<file path="config.mk">
export PLATFORM = sky130hd
export DESIGN_NAME = vram_cycle_decoder
export DESIGN_NICKNAME = d
export VERILOG_FILES = /design/src/rtl/vdc_pkg.sv /design/src/rtl/vdc_sync.sv /design/src/rtl/vdc_edge.sv /design/src/rtl/vdc_cycle.sv /design/src/rtl/vram_cycle_decoder.sv
export SDC_FILE = /design/constraint.sdc
export NUM_CORES = 1
export LEC_CHECK = 0
export BUFFER_PORTS_ARGS = -buffer_cell sky130_fd_sc_hd__clkbuf_2
export CAP_MARGIN = 20
export CORE_MARGIN = 2
export CORE_UTILIZATION = 30
export CTS_CLUSTER_DIAMETER = 60
export DETAILED_ROUTE_END_ITERATION = 7
export PLACE_DENSITY = 0.57
export SYNTH_ARGS = -nofsm -noshare
export SYNTH_HDL_FRONTEND = slang
export SYNTH_HIERARCHICAL = 1
export SYNTH_SLANG_ARGS = --single-unit
</file>
<file path="constraint.sdc">
create_clock -name clk -period 3 [get_ports clk]
set_input_delay 0.45 -clock clk [delete_from_list [all_inputs] [get_ports clk]]
set_output_delay 0.45 -clock clk [all_outputs]
set_load 0.03 [all_outputs]
</file>
<file path="src/rtl/vdc_pkg.sv">
package vdc_pkg;

    localparam int ADDR_W      = 9;
    localparam int DQ_W        = 4;
    localparam int SYNC_STAGES = 2;

    typedef enum logic [1:0] {
        CK_IDLE   = 2'd0,
        CK_RANDOM = 2'd1,
        CK_MASKED = 2'd2,
        CK_XFER   = 2'd3
    } cyc_kind_e;

    typedef struct packed {
        logic              ras_n;
        logic              cas_n;
        logic              trg_n;
        logic              we_n;
        logic              se_n;
        logic              sf;
        logic [ADDR_W-1:0] addr;
        logic [DQ_W-1:0]   dq;
    } pin_sample_t;

    localparam int PIN_W = $bits(pin_sample_t);

    typedef struct packed {
        logic              valid;
        cyc_kind_e         kind;
        logic [ADDR_W-1:0] row;
        logic [DQ_W-1:0]   wmask;
        logic              sf_row;
        logic              ser_en;
        logic              cas_early;
    } row_ctx_t;

    typedef struct packed {
        logic [ADDR_W-1:0] col;
        logic              sf_col;
        logic              wr;
    } col_ctx_t;

    typedef struct packed {
        logic row;
        logic col;
        logic tap;
    } evt_t;

    localparam row_ctx_t ROW_CTX_RESET = '{
        valid: 1'b0, kind: CK_IDLE, row: '0, wmask: '1,
        sf_row: 1'b0, ser_en: 1'b0, cas_early: 1'b0
    };

    function automatic pin_sample_t pins_idle();
        pin_sample_t p;
        p       = '0;
        p.ras_n = 1'b1;
        p.cas_n = 1'b1;
        p.trg_n = 1'b1;
        p.we_n  = 1'b1;
        p.se_n  = 1'b1;
        return p;
    endfunction

    function automatic cyc_kind_e classify(input logic trg_n, input logic we_n);
        if (!trg_n)
            return CK_XFER;
        else if (!we_n)
            return CK_MASKED;
        else
            return CK_RANDOM;
    endfunction

endpackage

</file>
<file path="src/rtl/vdc_sync.sv">
module vdc_sync #(
    parameter int               WIDTH     = 8,
    parameter int               STAGES    = 2,
    parameter logic [WIDTH-1:0] RESET_VAL = '0
) (
    input  logic             clk,
    input  logic             rst,
    input  logic [WIDTH-1:0] d,
    output logic [WIDTH-1:0] q
);

    logic [WIDTH-1:0] stg [STAGES];

    for (genvar g = 0; g < STAGES; g++) begin : g_stage
        if (g == 0) begin : g_first
            always_ff @(posedge clk) begin
                if (rst) stg[g] <= RESET_VAL;
                else     stg[g] <= d;
            end
        end else begin : g_next
            always_ff @(posedge clk) begin
                if (rst) stg[g] <= RESET_VAL;
                else     stg[g] <= stg[g-1];
            end
        end
    end

    assign q = stg[STAGES-1];

endmodule

</file>
<file path="src/rtl/vdc_edge.sv">
module vdc_edge
    import vdc_pkg::*;
(
    input  logic        clk,
    input  logic        rst,
    input  pin_sample_t cur,
    output logic        ras_fall,
    output logic        ras_rise,
    output logic        cas_fall
);

    logic prev_ras_n;
    logic prev_cas_n;

    always_ff @(posedge clk) begin
        if (rst) begin
            prev_ras_n <= 1'b1;
            prev_cas_n <= 1'b1;
        end else begin
            prev_ras_n <= cur.ras_n;
            prev_cas_n <= cur.cas_n;
        end
    end

    assign ras_fall = prev_ras_n & ~cur.ras_n;
    assign ras_rise = ~prev_ras_n & cur.ras_n;
    assign cas_fall = prev_cas_n & ~cur.cas_n;

    // an edge cannot be reported twice in a row
    p_fall_once_r10: assert property (@(posedge clk) disable iff (rst)
        ras_fall |=> !ras_fall);
    p_cas_once_r10: assert property (@(posedge clk) disable iff (rst)
        cas_fall |=> !cas_fall);

endmodule

</file>
<file path="src/rtl/vdc_cycle.sv">
module vdc_cycle
    import vdc_pkg::*;
(
    input  logic              clk,
    input  logic              rst,
    input  pin_sample_t       cur,
    input  logic              ras_fall,
    input  logic              ras_rise,
    input  logic              cas_fall,
    output row_ctx_t          rctx,
    output col_ctx_t          cctx,
    output logic [ADDR_W-1:0] tap,
    output evt_t              evt,
    output logic              dq_oe,
    output logic              proto_err
);

    row_ctx_t          rctx_d;
    col_ctx_t          cctx_d;
    logic [ADDR_W-1:0] tap_d;
    evt_t              evt_d;
    logic              oe_d;
    logic              err_d;
    cyc_kind_e         kind_now;

    assign kind_now = classify(cur.trg_n, cur.we_n);

    always_comb begin
        rctx_d = rctx;
        cctx_d = cctx;
        tap_d  = tap;
        evt_d  = '0;
        err_d  = proto_err;

        // column strobe: judged against the cycle already open
        if (cas_fall) begin
            if (cur.ras_n) begin
                err_d = 1'b1;
            end else if (rctx.valid) begin
                if (rctx.kind == CK_XFER) begin
                    tap_d     = cur.addr;
                    evt_d.tap = 1'b1;
                end else begin
                    cctx_d.col    = cur.addr;
                    cctx_d.sf_col = cur.sf;
                    cctx_d.wr     = ~cur.we_n;
                    evt_d.col     = 1'b1;
                end
            end
        end

        // row strobe: opens or closes a cycle
        if (ras_fall) begin
            rctx_d.valid     = 1'b1;
            rctx_d.kind      = kind_now;
            rctx_d.row       = cur.addr;
            rctx_d.wmask     = (kind_now == CK_MASKED) ? cur.dq : '1;
            rctx_d.sf_row    = cur.sf;
            rctx_d.ser_en    = ~cur.se_n;
            rctx_d.cas_early = ~cur.cas_n;
            evt_d.row        = 1'b1;
        end else if (ras_rise) begin
            rctx_d.valid = 1'b0;
            rctx_d.kind  = CK_IDLE;
        end

        oe_d = rctx_d.valid && (rctx_d.kind == CK_RANDOM) && !cur.cas_n && !cur.trg_n;
    end

    always_ff @(posedge clk) begin
        if (rst) begin
            rctx      <= ROW_CTX_RESET;
            cctx      <= '0;
            tap       <= '0;
            evt       <= '0;
            dq_oe     <= 1'b0;
            proto_err <= 1'b0;
        end else begin
            rctx      <= rctx_d;
            cctx      <= cctx_d;
            tap       <= tap_d;
            evt       <= evt_d;
            dq_oe     <= oe_d;
            proto_err <= err_d;
        end
    end

    // row context frozen while the cycle is open
    p_row_hold_r6: assert property (@(posedge clk) disable iff (rst)
        (rctx.valid && !evt.row) |-> ($stable(rctx.row) && $stable(rctx.kind)));
    // row strobe rise closes the cycle
    p_rise_close_r6: assert property (@(posedge clk) disable iff (rst)
        ras_rise |=> !rctx.valid);
    // tap loads only in transfer cycles and leave the column latch alone
    p_tap_xfer_r5: assert property (@(posedge clk) disable iff (rst)
        evt.tap |-> (rctx.valid && rctx.kind == CK_XFER && $stable(cctx)));
    // column loads only in random-access kinds
    p_col_random_r4: assert property (@(posedge clk) disable iff (rst)
        evt.col |-> (rctx.valid && rctx.kind != CK_XFER));
    // output enable only in plain random cycles
    p_oe_kind_r7: assert property (@(posedge clk) disable iff (rst)
        dq_oe |-> (rctx.valid && rctx.kind == CK_RANDOM));
    // error flag is sticky
    p_err_sticky_r8: assert property (@(posedge clk) disable iff (rst)
        proto_err |=> proto_err);
    // mask is all ones outside masked writes
    p_mask_open_r3: assert property (@(posedge clk) disable iff (rst)
        (rctx.valid && rctx.kind != CK_MASKED) |-> (rctx.wmask == '1));
    // pulses last one clock
    p_row_pulse_r10: assert property (@(posedge clk) disable iff (rst)
        evt.row |=> !evt.row);

endmodule

</file>
<file path="src/rtl/vram_cycle_decoder.sv">
module vram_cycle_decoder
    import vdc_pkg::*;
#(
    parameter int ADDR_BITS = vdc_pkg::ADDR_W,
    parameter int DQ_BITS   = vdc_pkg::DQ_W,
    parameter int STAGES    = vdc_pkg::SYNC_STAGES
) (
    input  logic                 clk,
    input  logic                 rst,
    input  logic                 ras_n,
    input  logic                 cas_n,
    input  logic                 trg_n,
    input  logic                 we_n,
    input  logic                 se_n,
    input  logic                 sf,
    input  logic [ADDR_BITS-1:0] addr,
    input  logic [DQ_BITS-1:0]   dq_in,
    output logic                 cyc_valid,
    output logic [1:0]           cyc_kind,
    output logic [ADDR_BITS-1:0] row_addr,
    output logic [DQ_BITS-1:0]   wr_mask,
    output logic                 sf_at_row,
    output logic                 serial_en_at_row,
    output logic                 cas_before_row,
    output logic [ADDR_BITS-1:0] col_addr,
    output logic                 sf_at_col,
    output logic                 col_write,
    output logic [ADDR_BITS-1:0] tap_addr,
    output logic                 row_evt,
    output logic                 col_evt,
    output logic                 tap_evt,
    output logic                 dq_oe,
    output logic                 proto_err
);

    pin_sample_t       raw;
    pin_sample_t       cur;
    logic [PIN_W-1:0]  cur_vec;
    logic              ras_fall;
    logic              ras_rise;
    logic              cas_fall;
    row_ctx_t          rctx;
    col_ctx_t          cctx;
    evt_t              evt;
    logic [ADDR_W-1:0] tap;

    always_comb begin
        raw       = '0;
        raw.ras_n = ras_n;
        raw.cas_n = cas_n;
        raw.trg_n = trg_n;
        raw.we_n  = we_n;
        raw.se_n  = se_n;
        raw.sf    = sf;
        raw.addr  = addr;
        raw.dq    = dq_in;
    end

    vdc_sync #(
        .WIDTH     (PIN_W),
        .STAGES    (STAGES),
        .RESET_VAL (pins_idle())
    ) u_sync (
        .clk (clk),
        .rst (rst),
        .d   (raw),
        .q   (cur_vec)
    );

    assign cur = pin_sample_t'(cur_vec);

    vdc_edge u_edge (
        .clk      (clk),
        .rst      (rst),
        .cur      (cur),
        .ras_fall (ras_fall),
        .ras_rise (ras_rise),
        .cas_fall (cas_fall)
    );

    vdc_cycle u_cycle (
        .clk       (clk),
        .rst       (rst),
        .cur       (cur),
        .ras_fall  (ras_fall),
        .ras_rise  (ras_rise),
        .cas_fall  (cas_fall),
        .rctx      (rctx),
        .cctx      (cctx),
        .tap       (tap),
        .evt       (evt),
        .dq_oe     (dq_oe),
        .proto_err (proto_err)
    );

    assign cyc_valid        = rctx.valid;
    assign cyc_kind         = rctx.kind;
    assign row_addr         = rctx.row;
    assign wr_mask          = rctx.wmask;
    assign sf_at_row        = rctx.sf_row;
    assign serial_en_at_row = rctx.ser_en;
    assign cas_before_row   = rctx.cas_early;
    assign col_addr         = cctx.col;
    assign sf_at_col        = cctx.sf_col;
    assign col_write        = cctx.wr;
    assign tap_addr         = tap;
    assign row_evt          = evt.row;
    assign col_evt          = evt.col;
    assign tap_evt          = evt.tap;

    // row and column events never coincide
    p_evt_excl_r10: assert property (@(posedge clk) disable iff (rst)
        $onehot0({row_evt, col_evt, tap_evt}));

endmodule

</file>
# Word level (Yosys, flattened, before mapping)
# Memory sizes are Yosys's and may differ from the RTL's.
# Index checks and enable logic that the tools add are counted.
dict set report word_totals {
  register_bits 46
  mem_bits_rw 38
  in_bits 21
  output_inout_bits 44
  wordCells 57
  mem_count 1
}
# name depth word_bits rd rd_ports_with_merged_regs wr line
set mem_list {}
lappend mem_list {u_sync.stg 2 19 2 0 2 vdc_sync.sv:12} ;# logic [WIDTH-1:0] stg [STAGES];
dict set report op_classes {
  eq_ne 3
  mux 13
  bitwise 13
  n_reduce_logical 9
}
# cell n
set ops {}
lappend ops {{19-bit 2-to-1 mux} 2}
lappend ops {{1-bit NOT} 8}
lappend ops {{4-bit AND reduction} 2}
lappend ops {{1-bit 2-to-1 mux} 6}
lappend ops {{3-bit 2-to-1 mux} 2}
lappend ops {{2-bit equality test (second input constant)} 2}
lappend ops {{2-bit 2-to-1 mux} 2}
lappend ops {{4-bit 2-to-1 mux} 1}
lappend ops {{4-bit OR reduction} 1}
lappend ops {{1-bit bitwise AND} 3}
lappend ops {{1-bit logical AND} 3}
lappend ops {{2-bit by 1-bit equality test with 1-bit output (second input constant)} 1}
lappend ops {{1-bit zero test} 2}
lappend ops {{1-bit bitwise OR} 2}
lappend ops {{2-bit AND reduction} 1}

# Longest topological paths before layout
# Gate-level depths: netlist of run 1.
dict set report logic_depth {
  depth_word 8
  mapped_depth 5
}

# By module
# Netlist of run 1, hierarchy kept.
# mod instances cells_per_inst area_each_um2 seq_area_each_um2
set by_module_without_submodules {}
lappend by_module_without_submodules {vdc_cycle 1 163 1699.1 880.8}
lappend by_module_without_submodules {vdc_sync 1 80 1031.0 760.7}
lappend by_module_without_submodules {vdc_edge 1 7 72.6 40.0}

# Worst setup path before layout of run 1
# Ideal clock, no wire load.
dict set report synth_timing {
  path_type {register -> register}
  from {reg, netlist name u_cycle/rctx[18]}
  to {reg, netlist name u_cycle/cctx[10]}
  setup_ns 0.072
  t_arrival_ns 1.169
  required_time_ns 2.928
  setup_slack_ns 1.759
  stages_incl_launch_ff 5
  n_path_buf 1
  period_less_slack_ns 1.241
  path_cell_list {dfxtp_1 -> nand3b_4 -> a21oi_2 -> buf_4 -> mux2i_1}
}
dict set report synth_between {
  elab_chain_len 1
}
# item
set synth_rtl {}
lappend synth_rtl {{4-bit AND reduction (no source line)}}
# No other way between the ends.
# A chain may end at the register's enable or synchronous reset.

# Worst setup path after layout of run 1
dict set report layout_timing {
  from {reg, netlist name u_cycle/rctx[16]}
  to {out cyc_kind[0]}
}
# item line
set layout_rtl {}
lappend layout_rtl {{end: declaration} vram_cycle_decoder.sv:19} ;# output logic [1:0] cyc_kind,
# No word-level cell between the ends.

==> flow_summary.json, run 1 <==
{
  "yosys_register_bits": 84,
  "drcViolationCount": 0,
  "cts_post_setup_buffers_inserted": 0,
  "die_area_sq_um": 10100,
  "worst-path-stages": 1,
  "hold_viol_final": 0,
  "leakage_nw": 1.47,
  "rr_worst_depth": 5,
  "crit_arrival_ns": 1.01,
  "critical_path.endpoint_type": "output pin",
  "fp.dieW_um": 101,
  "placement.cell_area_sq_um": 3200,
  "timing_max_transition_violations_final": 0,
  "totalNegativeSetupSlack_ns": 0,
  "max_freq_mhz": 683,
  "cts-root-to-sink-buffers": 2,
  "timing.critical_path.slowest_stage_cell": "sky130_fd_sc_hd__dfxtp_1",
  "min_period_over_period_pct": 48.8,
  "grt_remaining_overflow": 0,
  "ant_nets": 0,
  "cts-buffers-inserted": 9,
  "detailed_place_hpwl_mm": 3.30,
  "critical_path.top_delay_family": "flip-flops",
  "avgSynthCellArea_sq_um": 11.2,
  "setup_viol": 0,
  "die-height_um": 101,
  "wl_mm": 4.80,
  "synthesis.area_sq_um": 2800,
  "cts_num_sinks": 84,
  "top_level_ports": 65,
  "powerDensity_nw_per_um2": 612,
  "hold_class": "in2reg",
  "clock_pin_slew_on_the_worst_setup_and_hold_paths_ns": 0.08,
  "first_iter_violations": 41,
  "grt_setup_unrepaired": "no",
  "cts-hold-fix-buffers": 0,
  "post_route_cells_drive_above_1_share_pct": 26.5,
  "worst_pin_slew_ns": 0.572,
  "grt_util_all_layers_pct": 9.90,
  "final_net_count": 334,
  "post_synthesis_cell_type_count": 24,
  "fin_area_sq_um": 3410,
  "number_of_cells_on_the_worst_hold_path": 2,
  "worst-endpoint-required_ns": 2.55,
  "place_congestion": 0.761,
  "seq_total_area_yosys_pct": 60.0,
  "vias": 1709,
  "grt_first_pass_wirelength_mm": 7.74,
  "cts_root_buffer": "sky130_fd_sc_hd__clkbuf_8",
  "worst_clock_skew_ns": 0.00843,
  "dr.pass1.iters": 4,
  "route.detailed.vias_per_inst": 3.99,
  "detail_route.wl_per_cell_um": 11.2,
  "grt_pass1_vias": 1593,
  "critical_path_class": "reg2out",
  "grt_max_degree": 96,
  "detailedPlace.worstSlack_ns": 1.52,
  "place.port_buffers": 64,
  "ctsHtreeMaxLevel": 3,
  "syn_nets": 271,
  "floorplan.initialDensity_pct": 30.6,
  "num_antenna_cells": 0,
  "antenna_found_initial": 0,
  "setup.reg_to_reg.worst_slack_ns": 1.54,
  "drv.max_cap_violation_count": 0,
  "status": "complete, no violations",
  "syn_inst": 250,
  "tritoncts_clock_tree": "yes",
  "worst_ir_drop_vdd_uv": 247,
  "clk_latency_ns": 0.34,
  "std_cell_rows": 35,
  "slew-limit-headroom_pct": 61.9,
  "cp_cell_sequence": "clkbuf_2",
  "critPathMaxStageDelay_ns": 0.43,
  "timing.critical_path.fanout_max": 5,
  "critical_path_buf_inv_count": 1,
  "post_cts_resized": 0,
  "fin_crit_ns": 1.46,
  "startpoint_type": "register",
  "core_region_area_sq_um": 9150,
  "yosys_warnings": 6,
  "areaGrowthSynthToFinish_pct": 21.6,
  "timing.final.ws_setup_ns": 1.54
}
[worst reg2reg max path, delay by kind of cell, from the launching register on]
kind | cells | cell delay [ns]
flip-flops | 1 | 0.33
buffers and inverters | 1 | 0.23
AO/OA/AOI/OAI | 1 | 0.10
AND/OR/NAND/NOR | 2 | 0.35
multiplexers | 1 | 0.35
[state kept, by name, indices dropped and copies added, names as in the netlist]
| signal | count |
|---|---|
| u_cycle/cctx | 11 |
| u_sync/stg | 38 |
| u_cycle/rctx | 19 |
| u_cycle/tap | 9 |
| u_edge/prev_cas_n | 1 |
| u_cycle/proto_err | 1 |
| u_cycle/evt | 3 |
| u_cycle/dq_oe | 1 |
| u_edge/prev_ras_n | 1 |
[cell families after synthesis]
family | after synthesis | share of synthesized area, %
AOI/OAI and AO/OA | 12 | 2.95
buffers and inverters | 16 | 3.48
DFF | 84 | 60.0
muxes | 30 | 10.8
and+or+nand+nor | 108 | 22.8
[routing by layer]
metal  up-vias  track usage, %  share of wire, %
li1        927               -                 -
met1       740            13.0                49
met2        36            14.2                43
met3         6            3.81               5.9
met4         0            4.74               1.9
met5         -               0                 0
[through the flow]
step	power (W)	std cells	util (%)	hold WS [ns]
2_1_floorplan	0.00125	250	-	0.383
3_3_place_gp	0.00128	413	35.0	0.389
3_5_place_dp	0.00128	413	35.0	0.387
4_1_cts	0.00212	428	37.2	0.264
5_1_grt	0.00218	428	37.2	0.266
6_report	0.00209	428	37.2	0.279
[power breakdown]
group | switching [W] | total (W) | internal (W)
Sequential | 0.0000137 | 0.00116 | 0.00115
Clock | 0.000369 | 0.000831 | 0.000462
Combinational | 0.0000514 | 0.0000964 | 0.0000449
Total | 0.000435 | 0.00209 | 0.00165
[cells in the final DEF (no fill, tap or decap), drive strengths merged]
cell type and n:
clkinvlp 1, or2 13, buf 3, mux2i 29, a311oi 1, clkbuf 74, a21oi 5, mux2 1
nor3 1, o21bai 4, dfxtp 84, nor2 21, inv 1, bufinv 2, nor3b 5, a211oi 2
nor2b 33, nor4 1, nand3 1, and2b 1, clkinv 2, nand2 1, nand2b 30, nand3b 1
[synthesized netlist by cell type (all sizes together)]
cell type | n | area share (%)
inv | 1 | 0.13
mux2 | 1 | 0.40
nor3 | 1 | 0.18
a21oi | 5 | 1.0
buf | 13 | 3.1
nor2 | 21 | 2.8
and2b | 1 | 0.27
nor4 | 1 | 0.22
nand3b | 1 | 0.71
o21bai | 4 | 1.1
nor2b | 33 | 7.4
a211oi | 2 | 0.54
a311oi | 1 | 0.31
mux2i | 29 | 10
or2 | 13 | 2.9
nand2b | 30 | 6.7
nor3b | 5 | 1.3
nand3 | 1 | 0.18
nand2 | 1 | 0.13
dfxtp | 84 | 60
clkbuf | 2 | 0.27
[area by class of cell]
type / instances / area [sq um]
Fill cell: 914 / 5740
Clock inverter: 5 / 77.6
Inverter: 1 / 3.75
Sequential cell: 84 / 1680
Timing Repair Buffer: 67 / 355
Multi-Input combinational cell: 150 / 1020
Clock buffer: 10 / 128
Tap cell: 111 / 139
[final timing paths]
check	from	endpoint
setup / recovery	u_cycle/rctx[16]	cyc_kind[0]
hold / removal	ras_n	u_sync/stg[0][18]
setup reg to reg	u_sync/stg[1][17]	u_cycle/cctx[0]
hold reg to reg	u_sync/stg[0][14]	u_sync/stg[1][14]
Note: power is estimated with default switching activity, not from simulation.
==> run 2, diff against run 1 <==
Clock period 3 ns to 1.4 ns, I/O delays scaled along.
==> flow_summary.json, run 2 (same netlist as run 1, synthesis figures left out) <==
{
  "largestRegisters": "u_sync/stg (38), u_cycle/rctx (19), u_cycle/cctx (11)",
  "grt_first_pass_wirelength_mm": 8.33,
  "cts_root_buffer": "sky130_fd_sc_hd__clkbuf_8",
  "floorplan.initialDensity_pct": 30.6,
  "vias": 1754,
  "top_level_ports": 65,
  "num_antenna_cells": 0,
  "final_core_util_pct": 37.6,
  "worst_clock_skew_ns": 0.00774,
  "first_iter_violations": 61,
  "timing.rr.end": "u_cycle/cctx[2]",
  "max_reg_flops": 38,
  "slew-limit-headroom_pct": 84.3,
  "startpoint_type": "register",
  "clock_pin_slew_on_the_worst_setup_and_hold_paths_ns": 0.08,
  "place.port_buffers": 64,
  "use_met2_pct": 15.8,
  "tritoncts_clock_tree": "yes",
  "fin_crit_ns": 1.29,
  "layout.cells.non_filler": 433,
  "grt_remaining_overflow": 0,
  "grt_most_used_layer": "met2",
  "dp.cells": 417,
  "detailed_place_hpwl_mm": 3.63,
  "critical_path_class": "reg2reg",
  "place_congestion": 0.750,
  "drv.max_cap_violation_count": 0,
  "setup_viol": 0,
  "hold_viol_final": 0,
  "worst_hold_startpoint": "se_n",
  "regToRegStartpoint": "u_sync/stg[1][17]",
  "worst_ir_drop_vdd_uv": 453,
  "setup.reg_to_reg.worst_slack_ns": 0.11,
  "ant_nets": 0,
  "worst-endpoint-required_ns": 1.68,
  "timing.critical_path.fanout_max": 11,
  "leakage_nw": 1.49,
  "worst_hold_path.endpoint": "u_sync/stg[0][14]",
  "clk_latency_ns": 0.35,
  "antenna_found_initial": 0,
  "mostFrequentLayoutCell": "sky130_fd_sc_hd__dfxtp_1",
  "std_cell_rows": 35,
  "drcViolationCount": 0,
  "grt_util_all_layers_pct": 10.7,
  "rr_worst_depth": 5,
  "grt_max_degree": 46,
  "core_region_area_sq_um": 9150,
  "critical_path.endpoint_type": "register",
  "grt_setup_unrepaired": "no",
  "ctsHtreeMaxLevel": 3,
  "status": "complete, no violations",
  "global_route_met3_usage_pct": 4.16,
  "detailedPlace.worstSlack_ns": -0.0343,
  "die-height_um": 101,
  "max_freq_mhz": 775,
  "timing.final.ws_setup_ns": 0.109,
  "grt_pass1_vias": 1782,
  "cts_num_sinks": 84,
  "number_of_cells_on_the_worst_hold_path": 2,
  "powerDensity_nw_per_um2": 1270,
  "cts_post_setup_buffers_inserted": 0,
  "hold_class": "in2reg",
  "timing_max_transition_violations_final": 0,
  "route.detailed.vias_per_inst": 4.05,
  "worst_hold_slack_ns": 0.0342,
  "wl_mm": 4.99,
  "final_net_count": 338,
  "min_period_over_period_pct": 92.2,
  "fp.dieW_um": 101,
  "post_route_cells_drive_above_1_share_pct": 28.0,
  "crit_arrival_ns": 1.57,
  "die_area_sq_um": 10100,
  "cts-buffers-inserted": 9,
  "cts-root-to-sink-buffers": 2,
  "most-common-layout-cells": "84 x sky130_fd_sc_hd__dfxtp_1, 64 x sky130_fd_sc_hd__clkbuf_2, 33 x sky130_fd_sc_hd__nor2b_1",
  "totalNegativeSetupSlack_ns": 0,
  "registers.top_by_ff_count": "u_sync/stg",
  "areaGrowthSynthToFinish_pct": 22.9,
  "detail_route.wl_per_cell_um": 11.5,
  "dr.pass1.iters": 5,
  "grt_util_met1_pct": 13.2,
  "worst_pin_slew_ns": 0.234
}
[run 2: cell type report]
type | count | area (sq um)
multi-input combinational | 150 | 1030
clock inverter | 6 | 63.8
fill | 914 | 5710
sequential | 84 | 1680
clock buffer | 10 | 128
inverter | 1 | 3.75
tap | 111 | 139
timing repair buffer | 71 | 402
[run 2: repair_timing]
item	in CTS	in global routing
hold buffers	0	0
pin swaps	0	0
gates resized for setup	2	1
setup endpoints to repair	9	7
[run 2: per-stage QoR]
stage                     cell area (sq um)  total power, W
after detailed placement               3250         0.00276
after CTS                              3440         0.00443
after global placement                 3250         0.00276
after floorplan                        2800         0.00269
after global routing                   3440         0.00458
final                                  3440         0.00436
[run 2: report_power, final]
part / leakage (nW) / switching, W / total [W] / internal (W)
combinational: 0.709 / 0.000113 / 0.000219 / 0.000106
clock: 0.0927 / 0.000832 / 0.00166 / 0.000824
sequential: 0.687 / 0.0000298 / 0.00248 / 0.00245
[run 2: critical path, cell delays in order (launching register included)]
cell	delay, ns
sky130_fd_sc_hd__dfxtp_1	0.34
sky130_fd_sc_hd__nor2b_1	0.23
sky130_fd_sc_hd__nand3b_4	0.10
sky130_fd_sc_hd__a21oi_2	0.16
sky130_fd_sc_hd__buf_6	0.20
sky130_fd_sc_hd__mux2i_1	0.19
[run 2: layer usage]
layer | share of wire, % | wire [um]
met1 | 46 | 2290
met2 | 45 | 2270
met3 | 6.3 | 313
met4 | 2.5 | 123
met5 | 0 | 0
[run 2: how the worst max path moves through the flow]
stage,start,end,slack [ns]
3_3_place_gp,u_sync/stg[1][17],u_cycle/tap[3],-0.01
4_1_cts,u_sync/stg[1][17],u_cycle/cctx[2],0.05
2_1_floorplan,u_cycle/rctx[18],u_cycle/cctx[10],0.16
3_5_place_dp,u_sync/stg[1][17],u_cycle/tap[5],-0.03
5_1_grt,u_sync/stg[1][17],u_cycle/cctx[4],0.005
6_report,u_sync/stg[1][17],u_cycle/cctx[2],0.11
==> run 3, diff against run 2 <==
--- a/config.mk
+++ b/config.mk
@@ -7,5 +7,5 @@
 export LEC_CHECK = 0
+export ABC_AREA = 1
 export BUFFER_PORTS_ARGS = -buffer_cell sky130_fd_sc_hd__clkbuf_2
 export CAP_MARGIN = 20
-export CORE_MARGIN = 2
 export CORE_UTILIZATION = 30
@@ -13,3 +13,3 @@
 export DETAILED_ROUTE_END_ITERATION = 7
-export PLACE_DENSITY = 0.57
+export PLACE_DENSITY = 0.56
 export SYNTH_ARGS = -nofsm -noshare
--- a/constraint.sdc
+++ b/constraint.sdc
@@ -3,2 +3,2 @@
 set_output_delay 0.21 -clock clk [all_outputs]
-set_load 0.03 [all_outputs]
+set_load 0.01 [all_outputs]
==> flow_summary.json, run 3 <==
{
  "place_congestion": 0.708,
  "synthesis.area_sq_um": 2890,
  "worst_hold_slack_ns": 0.0472,
  "cts-hold-fix-buffers": 0,
  "post_synthesis_cell_type_count": 20,
  "mostFrequentLayoutCell": "sky130_fd_sc_hd__dfxtp_1",
  "max_freq_mhz": 815,
  "place.port_buffers": 64,
  "grt_pass1_vias": 2090,
  "cts_root_buffer": "sky130_fd_sc_hd__clkbuf_8",
  "detail_route.wl_per_cell_um": 10.5,
  "timing_max_transition_violations_final": 0,
  "detailedPlace.worstSlack_ns": 0.0678,
  "top_level_ports": 65,
  "largestRegisters": "u_sync/stg (38), u_cycle/rctx (19), u_cycle/cctx (11)",
  "dr.pass1.iters": 4,
  "filler_cells_inserted": 989,
  "setup_viol": 0,
  "yosysTopAreaCell": "sky130_fd_sc_hd__dfxtp_1",
  "grt_first_pass_wirelength_mm": 9.70,
  "synthMostInstantiatedCell": "sky130_fd_sc_hd__dfxtp_1",
  "startpoint_type": "register",
  "timing.critical_path.slowest_stage_cell": "sky130_fd_sc_hd__dfxtp_1",
  "ant_nets": 0,
  "syn_inst": 348,
  "ctsHtreeMaxLevel": 3,
  "synth_enable_flop_cells": 0,
  "cts-root-to-sink-buffers": 2,
  "hold_viol_final": 0,
  "avgSynthCellArea_sq_um": 8.31,
  "worst_pin_slew_ns": 0.315,
  "timing.final.ws_setup_ns": 0.172,
  "worst_clock_skew_ns": 0.00919,
  "sequential_cell_area_sq_um": 1680,
  "fp.dieW_um": 100,
  "syn_nets": 369,
  "status": "complete, no violations",
  "critical_path.endpoint_type": "register",
  "yosys-top-cells-count": "84 x sky130_fd_sc_hd__dfxtp_1, 58 x sky130_fd_sc_hd__inv_1, 55 x sky130_fd_sc_hd__nor2_1, 48 x sky130_fd_sc_hd__nand2_1, 22 x sky130_fd_sc_hd__nor2_2",
  "yosys_warnings": 6,
  "final_net_count": 436,
  "detailed_place_hpwl_mm": 4.13,
  "min_period_over_period_pct": 87.7,
  "post_route_total_power_w": 0.00487,
  "cts_num_sinks": 84,
  "vias": 2208,
  "cts_post_setup_buffers_inserted": 0,
  "grt_remaining_overflow": 0,
  "yosys.area.top_type_share_pct": 58.2,
  "totalNegativeSetupSlack_ns": 0,
  "wl_mm": 5.76,
  "die_area_sq_um": 10000,
  "synthFlopType": "sky130_fd_sc_hd__dfxtp_1",
  "cp_cell_sequence": "nor2_2 > buf_12 > a21oi_2 > nand3_1",
  "most-common-layout-cells": "84 x sky130_fd_sc_hd__dfxtp_1, 64 x sky130_fd_sc_hd__clkbuf_2, 57 x sky130_fd_sc_hd__inv_1",
  "async_reset_ff_share_pct": 0,
  "post_cts_resized": 0,
  "antenna_found_initial": 0,
  "grt_max_degree": 31,
  "floorplan.initialDensity_pct": 31.1,
  "hold_class": "in2reg",
  "drv.max_cap_violation_count": 0,
  "tritoncts_clock_tree": "yes",
  "placement.cell_area_sq_um": 3360,
  "areaGrowthSynthToFinish_pct": 25.2,
  "synth.top_cells.by_area": "sky130_fd_sc_hd__dfxtp_1 58%, sky130_fd_sc_hd__inv_1 7.5%, sky130_fd_sc_hd__nor2_1 7.1%",
  "die-height_um": 100,
  "max_reg_flops": 38,
  "critical_path_buf_inv_count": 1,
  "yosys_register_bits": 84,
  "fin_crit_ns": 1.23,
  "timing.critical_path.fanout_max": 29,
  "worst_ir_drop_vdd_uv": 612,
  "grt_util_all_layers_pct": 12.6,
  "critical_path_class": "reg2reg",
  "clk_latency_ns": 0.34,
  "route.detailed.vias_per_inst": 4.02,
  "slew-limit-headroom_pct": 79.0,
  "crit_arrival_ns": 1.45,
  "post_route_cells_drive_above_1_share_pct": 28.6,
  "core_region_area_sq_um": 9280,
  "first_iter_violations": 56,
  "registers.top_by_ff_count": "u_sync/stg",
  "seq_total_area_yosys_pct": 58.2,
  "num_antenna_cells": 0,
  "multiInputGateArea_sq_um": 888,
  "clock_pin_slew_on_the_worst_setup_and_hold_paths_ns": 0.08,
  "leakage_nw": 1.74,
  "grt_setup_unrepaired": "no",
  "critPathMaxStageDelay_ns": 0.48,
  "worst-endpoint-required_ns": 1.62,
  "drcViolationCount": 0,
  "cts-buffers-inserted": 9,
  "powerDensity_nw_per_um2": 1340,
  "fin_area_sq_um": 3620,
  "std_cell_rows": 35,
  "critical_path.top_delay_family": "flip-flops"
}
run 3: final timing paths:
check                     from                end  slack [ns]  cells after the start
max          u_sync/stg[1][18]    u_cycle/rctx[5]        0.17                      4
min                      cas_n  u_sync/stg[0][17]        0.05                      3
max reg2reg  u_sync/stg[1][18]    u_cycle/rctx[5]        0.17                      4
min reg2reg   u_sync/stg[0][3]   u_sync/stg[1][3]        0.41                      2
run 3: layer usage:
metal / track usage [%] / wire length [um] / vias to the layer above
met3: 4.39 / 374 / 9
met4: 7.02 / 107 / 0
li1: - / - / 1180
met5: 0 / 0 / -
met1: 16.3 / 2830 / 972
met2: 18.3 / 2450 / 47
run 3: layout make-up:
type                       instances  share of cell area (%)
timing repair buffer              70                    11.1
inverter                          63                    6.53
clock buffer                      12                    4.28
sequential                        84                    46.4
clock inverter                     4                    2.63
multi-input combinational        187                    24.5
tap                              129                    4.46
run 3: where the power goes:
part	leakage (nW)	internal, W	switching, W
logic	0.924	0.000101	0.000160
registers	0.688	0.00247	0.0000362
clock network	0.127	0.00128	0.000818
total	1.74	0.00385	0.00101
run 3: kinds of logic (layout without fill, tap and decap cells):
logic type	Yosys count	after routing	share of synthesized area [%]
simple gates	158	158	25.2
flops	84	84	58.2
buf+inv	77	149	11.6
compound gates	29	29	5.02
run 3: worst register-to-register path, cell delays in order, from the launching register on:
cell and delay (ns):
sky130_fd_sc_hd__dfxtp_1 0.48, sky130_fd_sc_hd__nor2_2 0.13, sky130_fd_sc_hd__buf_12 0.18, sky130_fd_sc_hd__a21oi_2 0.22
sky130_fd_sc_hd__nand3_1 0.10
run 3: through the flow:
step | utilization [%] | cells
after floorplan | - | 348
after global placement | 36.2 | 533
after detailed placement | 36.2 | 533
after CTS | 38.9 | 549
after global routing | 39.0 | 549
final | 39.0 | 549
